--- src/rtl/irq_en_pkg.sv ---
package irq_en_pkg;

  typedef enum logic [2:0] {
    IFF_HOLD = 3'd0,
    IFF_NMI  = 3'd1,
    IFF_ACK  = 3'd2,
    IFF_DI   = 3'd3,
    IFF_EI   = 3'd4,
    IFF_RETN = 3'd5
  } iff_op_e;

  // Fixed priority: entry, accept, disable, enable, return.
  function automatic iff_op_e pick_iff_op(input logic nmi, input logic ack,
                                          input logic di, input logic ei,
                                          input logic retn);
    iff_op_e op;
    if (nmi)       op = IFF_NMI;
    else if (ack)  op = IFF_ACK;
    else if (di)   op = IFF_DI;
    else if (ei)   op = IFF_EI;
    else if (retn) op = IFF_RETN;
    else           op = IFF_HOLD;
    return op;
  endfunction

endpackage

--- src/rtl/iff_latch_pair.sv ---
module iff_latch_pair
  import irq_en_pkg::*;
(
  input  logic    clk,
  input  logic    rst_n,
  input  iff_op_e op_i,
  output logic    iff1_o,
  output logic    iff2_o
);

  logic iff1_q, iff1_d;
  logic iff2_q, iff2_d;
  logic upd_en;

  assign upd_en = (op_i != IFF_HOLD);

  always_comb begin
    iff1_d = iff1_q;
    iff2_d = iff2_q;
    unique case (op_i)
      IFF_NMI:  iff1_d = 1'b0;
      IFF_ACK:  begin iff1_d = 1'b0; iff2_d = 1'b0; end
      IFF_DI:   begin iff1_d = 1'b0; iff2_d = 1'b0; end
      IFF_EI:   begin iff1_d = 1'b1; iff2_d = 1'b1; end
      IFF_RETN: iff1_d = iff2_q;
      default:  ;
    endcase
  end

  always_ff @(posedge clk or negedge rst_n) begin
    if (!rst_n) begin
      iff1_q <= 1'b0;
      iff2_q <= 1'b0;
    end else if (upd_en) begin
      iff1_q <= iff1_d;
      iff2_q <= iff2_d;
    end
  end

  assign iff1_o = iff1_q;
  assign iff2_o = iff2_q;

  a_r2_ei_sets: assert property (@(posedge clk) disable iff (!rst_n)
    op_i == IFF_EI |=> iff1_o && iff2_o);
  a_r3_di_clears: assert property (@(posedge clk) disable iff (!rst_n)
    op_i == IFF_DI |=> !iff1_o && !iff2_o);
  a_r4_ack_clears: assert property (@(posedge clk) disable iff (!rst_n)
    op_i == IFF_ACK |=> !iff1_o && !iff2_o);
  a_r5_nmi_keeps_shadow: assert property (@(posedge clk) disable iff (!rst_n)
    op_i == IFF_NMI |=> !iff1_o && (iff2_o == $past(iff2_o)));
  a_r6_retn_restores: assert property (@(posedge clk) disable iff (!rst_n)
    op_i == IFF_RETN |=> (iff1_o == $past(iff2_o)) && $stable(iff2_o));
  a_r7_hold_idle: assert property (@(posedge clk) disable iff (!rst_n)
    op_i == IFF_HOLD |=> $stable(iff1_o) && $stable(iff2_o));

endmodule

--- src/rtl/ei_hold.sv ---
module ei_hold
  import irq_en_pkg::*;
(
  input  logic    clk,
  input  logic    rst_n,
  input  iff_op_e op_i,
  input  logic    insn_done_i,
  output logic    blk_o
);

  logic blk_q, blk_d;
  logic blk_en;

  assign blk_en = (op_i == IFF_EI) || (op_i == IFF_DI) || insn_done_i;

  always_comb begin
    if (op_i == IFF_EI)      blk_d = 1'b1;
    else                     blk_d = 1'b0;
  end

  always_ff @(posedge clk or negedge rst_n) begin
    if (!rst_n)      blk_q <= 1'b0;
    else if (blk_en) blk_q <= blk_d;
  end

  assign blk_o = blk_q;

  a_r8_ei_blocks_next: assert property (@(posedge clk) disable iff (!rst_n)
    op_i == IFF_EI |=> blk_o);
  a_r8_done_releases: assert property (@(posedge clk) disable iff (!rst_n)
    (op_i != IFF_EI) && insn_done_i |=> !blk_o);

endmodule

--- src/rtl/pv_sampler.sv ---
module pv_sampler #(
  parameter bit LEGACY_ORDER = 1'b0
) (
  input  logic clk,
  input  logic rst_n,
  input  logic start_i,
  input  logic copy_i,
  input  logic ack_applied_i,
  input  logic iff2_q_i,
  output logic pv_o
);

  logic pv_q, pv_d;
  logic src;

  generate
    if (LEGACY_ORDER) begin : g_legacy
      // Acceptance clears the shadow latch ahead of the flag write.
      assign src = iff2_q_i & ~ack_applied_i;
    end else begin : g_fixed
      logic snap_q;
      always_ff @(posedge clk or negedge rst_n) begin
        if (!rst_n)       snap_q <= 1'b0;
        else if (start_i) snap_q <= iff2_q_i;
      end
      assign src = start_i ? iff2_q_i : snap_q;

      a_r10_fixed_same_cycle: assert property (@(posedge clk) disable iff (!rst_n)
        copy_i && start_i |=> pv_o == $past(iff2_q_i));
    end
  endgenerate

  always_comb pv_d = src;

  always_ff @(posedge clk or negedge rst_n) begin
    if (!rst_n)      pv_q <= 1'b0;
    else if (copy_i) pv_q <= pv_d;
  end

  assign pv_o = pv_q;

  a_r9_pv_holds: assert property (@(posedge clk) disable iff (!rst_n)
    !copy_i |=> $stable(pv_o));
  a_r11_one_means_enabled: assert property (@(posedge clk) disable iff (!rst_n)
    copy_i && start_i && !iff2_q_i |=> !pv_o);

  generate
    if (LEGACY_ORDER) begin : g_leg_chk
      a_r11_legacy_ack_zero: assert property (@(posedge clk) disable iff (!rst_n)
        copy_i && ack_applied_i |=> !pv_o);
    end
  endgenerate

endmodule

--- src/rtl/irq_enable_unit.sv ---
module irq_enable_unit
  import irq_en_pkg::*;
#(
  parameter bit LEGACY_ORDER = 1'b0
) (
  input  logic clk,
  input  logic rst_n,
  input  logic ei_stb_i,
  input  logic di_stb_i,
  input  logic nmi_entry_i,
  input  logic nmi_return_i,
  input  logic int_ack_i,
  input  logic ir_rd_start_i,
  input  logic ir_rd_copy_i,
  input  logic insn_done_i,
  output logic iff1_o,
  output logic iff2_o,
  output logic int_allow_o,
  output logic pv_flag_o
);

  iff_op_e op;
  logic    iff1, iff2, blk;

  always_comb op = pick_iff_op(nmi_entry_i, int_ack_i, di_stb_i, ei_stb_i, nmi_return_i);

  iff_latch_pair u_latch (
    .clk    (clk),
    .rst_n  (rst_n),
    .op_i   (op),
    .iff1_o (iff1),
    .iff2_o (iff2)
  );

  ei_hold u_hold (
    .clk         (clk),
    .rst_n       (rst_n),
    .op_i        (op),
    .insn_done_i (insn_done_i),
    .blk_o       (blk)
  );

  pv_sampler #(.LEGACY_ORDER(LEGACY_ORDER)) u_pv (
    .clk           (clk),
    .rst_n         (rst_n),
    .start_i       (ir_rd_start_i),
    .copy_i        (ir_rd_copy_i),
    .ack_applied_i (op == IFF_ACK),
    .iff2_q_i      (iff2),
    .pv_o          (pv_flag_o)
  );

  assign iff1_o      = iff1;
  assign iff2_o      = iff2;
  assign int_allow_o = iff1 & ~blk;

  a_r8_allow_needs_iff1: assert property (@(posedge clk) disable iff (!rst_n)
    int_allow_o |-> iff1_o);
  a_r8_no_allow_after_ei: assert property (@(posedge clk) disable iff (!rst_n)
    ei_stb_i && !nmi_entry_i && !int_ack_i && !di_stb_i |=> !int_allow_o);
  a_r7_nmi_wins: assert property (@(posedge clk) disable iff (!rst_n)
    nmi_entry_i |=> !iff1_o && $stable(iff2_o));

endmodule

--- config.mk ---
export PLATFORM = sky130hd
export DESIGN_NAME = irq_enable_unit
export DESIGN_NICKNAME = d
export VERILOG_FILES = /design/src/rtl/irq_en_pkg.sv /design/src/rtl/iff_latch_pair.sv /design/src/rtl/ei_hold.sv /design/src/rtl/pv_sampler.sv /design/src/rtl/irq_enable_unit.sv
export SDC_FILE = /design/constraint.sdc
export NUM_CORES = 1
export LEC_CHECK = 0
export ABC_AREA = 1
export BUFFER_PORTS_ARGS = -buffer_cell sky130_fd_sc_hd__buf_2
export CAP_MARGIN = 20
export CORE_AREA = 2 2 39 41
export CTS_CLUSTER_DIAMETER = 30
export CTS_CLUSTER_SIZE = 30
export DETAILED_ROUTE_END_ITERATION = 10
export DIE_AREA = 0 0 41 43
export MAX_ROUTING_LAYER = met4
export PLACE_DENSITY_LB_ADDON = 0.3
export SKIP_LAST_GASP = 1
export SLEW_MARGIN = 15
export SYNTH_ARGS = -nofsm -noshare
export SYNTH_HDL_FRONTEND = slang
export SYNTH_SLANG_ARGS = --single-unit
--- constraint.sdc ---
create_clock -name clk -period 1.1 [get_ports clk]
set_clock_uncertainty 0.15 [all_clocks]
set_input_delay 0 -clock clk [delete_from_list [all_inputs] [get_ports clk]]
set_output_delay 0 -clock clk [all_outputs]
set_load 0.02 [all_outputs]
; ---- After elaboration in Yosys (flattened, before gate mapping)
; Index checks and enable logic that the tools add are counted.
[word_totals]
regBits = 5
word_cells = 30
[op_classes]
n_eq_ne = 5
n_mux = 9
n_bitwise = 2
reduce_logical = 9
[ops]
columns = operator, count
row1 = 3-bit two-way mux, 5
row2 = 3-bit by 2-bit equality test with 1-bit output (second input constant), 2
row3 = 3-bit equality test (second input constant), 2
row4 = 3-bit nonzero test, 2
row5 = 2-bit AND reduction, 2
row6 = 3-bit by 1-bit equality test with 1-bit output (second input constant), 1
row7 = 1-bit one-hot mux with 3 select lines, 1
row8 = 3-bit OR reduction, 1
row9 = 1-bit logical OR, 2
row10 = 1-bit two-way mux, 2
row11 = 1-bit one-hot mux with 2 select lines, 1
row12 = 2-bit nonzero test, 1
row13 = 2-bit OR reduction, 1
row14 = 1-bit AND, 1
row15 = 1-bit NOT, 1

; ---- Depth between registers and ports, before layout
[depth]
ltp_word = 9
mapped_depth = 5
ltp_nobuf = 5

; ---- Modules after synthesis
; Synthesis repeated with hierarchy kept, for this count alone.
[hier_totals]
hier_cells = 48
area_unflattened_um2 = 301.5
[modules_own_cells]
columns = mod, instances, cells_each, area_per_inst_um2
row1 = iff_latch_pair, 1, 15, 105.1
row2 = pv_sampler, 1, 12, 91.3
row3 = ei_hold, 1, 8, 52.6
row4 = irq_enable_unit, 1, 13, 52.6

; ---- Least setup slack after synthesis
; No wires, ideal clock.
[synth_path]
kind = register to register
startpoint = reg u_latch.iff1_o (netlist name)
endpoint = reg u_latch.iff1_q, in the netlist u_latch.iff1_o
setup_ns = 0.076
t_arrival_ns = 0.766
required_time_ns = 0.874
path_slack_ns = 0.108
path_stages_with_launch = 5
n_path_buf = 0
period_less_slack_ns = 0.992
path_cell_list = dfrtp_1 inv_1 o21ai_0 nand3_1 o21ai_1
[synth_rtl]
columns = element, line_no
row1 = end signal: assignment, iff_latch_pair.sv:35  ; iff1_q <= iff1_d;
row2 = end: declaration, iff_latch_pair.sv:11  ; logic iff1_q, iff1_d;

; ---- Final worst setup path
[layout_path]
startpoint = in int_ack_i
endpoint = reg u_latch.iff1_q, in the netlist u_latch.iff1_o
[layout_between]
elab_chain_cells = 6
word_cells_on_any_way = 12
cone_classes = eq/ne: 5 / mux: 3 / reduce/logical: 4
[layout_rtl]
columns = element, line_no
row1 = start: declaration, irq_enable_unit.sv:12  ; input logic int_ack_i,
row2 = 3-bit two-way mux (*), irq_en_pkg.sv:18  ; else if (ack) op = IFF_ACK;
row3 = 3-bit two-way mux (*), irq_en_pkg.sv:17  ; if (nmi) op = IFF_NMI;
row4 = 3-bit by 1-bit equality test with 1-bit output / 3-bit by 2-bit equality test with 1-bit output (equally long branches), iff_latch_pair.sv:20  ; unique case (op_i)
row5 = 3-bit OR reduction (no source line), n/a
row6 = 3-bit nonzero test (no source line), n/a
row7 = 2-bit AND reduction (no source line), n/a
; Every way passes the cells marked *; elsewhere a longest branch is shown, timed or not.
; A chain may end at the register's enable or synchronous reset.

==> results.yml <==
sta:
  hold_viol: 0
  slew_violations: 0
  setup_viol: 0
  whs_ns: 0.343
  finalCriticalPeriod_ns: 1.04
  fin_tns_setup_ns: 0
  tightest_slew_ns: 0.199
  max_freq_mhz: 961
  rsz0062_at_grt: "no"
  min_period_over_period_pct: 94.6
  relSlewSlack_pct: 86.7
placed_design:
  hpwl_um: 468
  io_buffers: 13
  place_congestion: 0.701
flow_run:
  cap_violations: 0
floorplanning:
  fp-row-count: 14
  die_h_um: 43
  ios: 14
  initial_utilization_pct: 17.9
  die_area_sq_mm: 0.00176
  core-area_sq_mm: 0.00138
  chipWidth_um: 41
cells_and_area:
  syn_to_final_growth_pct: 85.4
  nets: 71
  regArea_sq_um: 125
  diodes: 0
  fill_cells: 156
  multi_input_area_sq_um: 92.6
  drive_gt1_share_pct: 26.7
clock_tree:
  cts_resized: 0
  cts_root_buffer: "clkbuf_4"
  clkLatencyLatePin_ns: 0.24
  post_cts_buffers: 0
  cts_sinks: 5
  htreeDepth: 1
  clk_pin_slew_ns: 0.04
  tritoncts: "done"
  cts_buffers: 3
  clock_path_buffers: 2
yosys:
  synth_area_leaders: "dfrtp_1 51%, inv_1 12%, nand2_1 11%, nand3_1 8.1%, o21ai_0 6.1%"
  synth_area_sq_um: 248
  synth_seq_cells: 5
  synth_nets: 43
  postSynthAreaPerCell_sq_um: 7.51
  yosys_warnings: 0
  netlist.area_leader.share_pct: 50.5
  synthCells: 33
  ys_seq_area_share_pct: 50.5
  synth_cell_types: 9
  synth_top_cell_by_area: "dfrtp_1"
worst_setup_path:
  cp-end-kind: "flip-flop"
  worstSetupStartpointType: "input pin"
  critical_path_class: "input pin to flip-flop"
  cp.arrival_ns: 1.07
  cp_data_required_time_ns: 1.12
  crit_fanout: 3
route:
  wire_per_inst_um: 7.74
  via_per_inst: 3.95
  vias: 300
  dr.first_iter.drc_count: 3
  drtAntennaViolNets: 0
  wl_um: 588
  drc: 0
  firstDrtPassIters: 4
power_and_ir_drop:
  p_leak_nw: 0.251
  power_density_mw_per_mm2: 1140
  peakVddDrop_v: 0.000375
global_routing:
  track_usage_pct: 7.85
  antenna_found_initial: 0
  grt_pass1_wl_um: 814
  gr-total-overflow: 0
  grt_pass1_vias: 209
  grt_max_degree: 6
status:
  status: "finished, final reports clean"
hold_path:
  hold_path.class: "input pin to flip-flop"
worst max-delay path, stage by stage:
cell and delay (ns):
dlygate4sd3_1 0.52, buf_2 0.13, nor2_1 0.18, nand3_1 0.10
o21ai_1 0.13
cells in the mapped netlist (all sizes together):
cell type,instances
dfrtp,5
nand3,4
nand3b,1
inv,8
nand2,7
nand4,1
o21ai,5
nor2,2
power by group:
part	total, mW	leakage (nW)	internal [mW]	switching (mW)
combinational	0.0988	0.168	0.0517	0.0471
clock	0.219	0.0150	0.138	0.0816
sequential	0.204	0.0674	0.197	0.00695
total	0.522	0.250	0.387	0.136
logic make-up after synthesis:
kind of cell	after synthesis	share of synthesized area, %
buffers and inverters	8	12.1
and+or+nand+nor	15	27.3
DFF	5	50.5
AOI/OAI and AO/OA	5	10.1
cells in the final DEF, fill, tap and decap left out, drive strengths merged:
master	n
inv	8
buf	13
nand3b	1
nand2	7
clkbuf	4
nand3	4
dfrtp	5
nor2	2
nand4	1
o21ai	5
dlygate4sd3	10
metal layers:
metal	track usage, %	up-vias	part of all wire [%]
met5	-	-	0
met4	8.00	0	2.7
met3	3.14	2	5.6
met2	9.38	8	46
met1	9.12	133	46
li1	-	157	-
stage by stage:
| step | std cells | instance area (sq um) | total power, mW | utilization [%] | setup slack, ns |
|---|---|---|---|---|---|
| global placement | 62 | 333 | 0.280 | 24.1 | 0.171 |
| finish | 76 | 459 | 0.522 | 33.2 | 0.0589 |
| floorplan | 33 | 248 | 0.243 | - | 0.108 |
| detailed placement | 62 | 333 | 0.280 | 24.1 | 0.164 |
| CTS | 76 | 459 | 0.533 | 33.2 | 0.0483 |
| global route | 76 | 459 | 0.553 | 33.2 | 0.0226 |
flip-flops by register name (all words and copies together) (netlist names):
register and cells:
u_pv.pv_o 1, u_latch.iff1_o 1, u_latch.iff2_o 1, u_pv.g_fixed.snap_q 1, u_hold.blk_o 1
worst paths after layout:
| check | from | endpoint | slack (ns) | depth (start not counted) |
|---|---|---|---|---|
| min | ir_rd_copy_i | u_pv.pv_o$_DFFE_PN0P_ | 0.34 | 3 |
| max reg2reg | u_latch.iff2_o$_DFFE_PN0P_ | u_pv.pv_o$_DFFE_PN0P_ | 0.16 | 4 |
| min reg2reg | u_pv.g_fixed.snap_q$_DFF_PN0_ | u_pv.g_fixed.snap_q$_DFF_PN0_ | 0.37 | 2 |
| max | int_ack_i | u_latch.iff1_o$_DFFE_PN0P_ | 0.06 | 5 |
| max in group asynchronous | rst_n | u_latch.iff2_o$_DFFE_PN0P_ | 0.19 | 3 |
| min in group asynchronous | rst_n | u_pv.pv_o$_DFFE_PN0P_ | 0.48 | 3 |
layout make-up:
cell class | instances | area share [%]
sequential | 5 | 27.2
clock buffer | 4 | 5.72
inverter | 8 | 6.54
multi-input combinational | 20 | 20.2
timing repair buffer | 23 | 36.0
tap | 16 | 4.36
timing repair:
action	CTS	global route
hold buffers	10	1
endpoints found under the setup margin	0	2
endpoints found under the hold margin	10	5
Power figures use the tool's default switching activity.
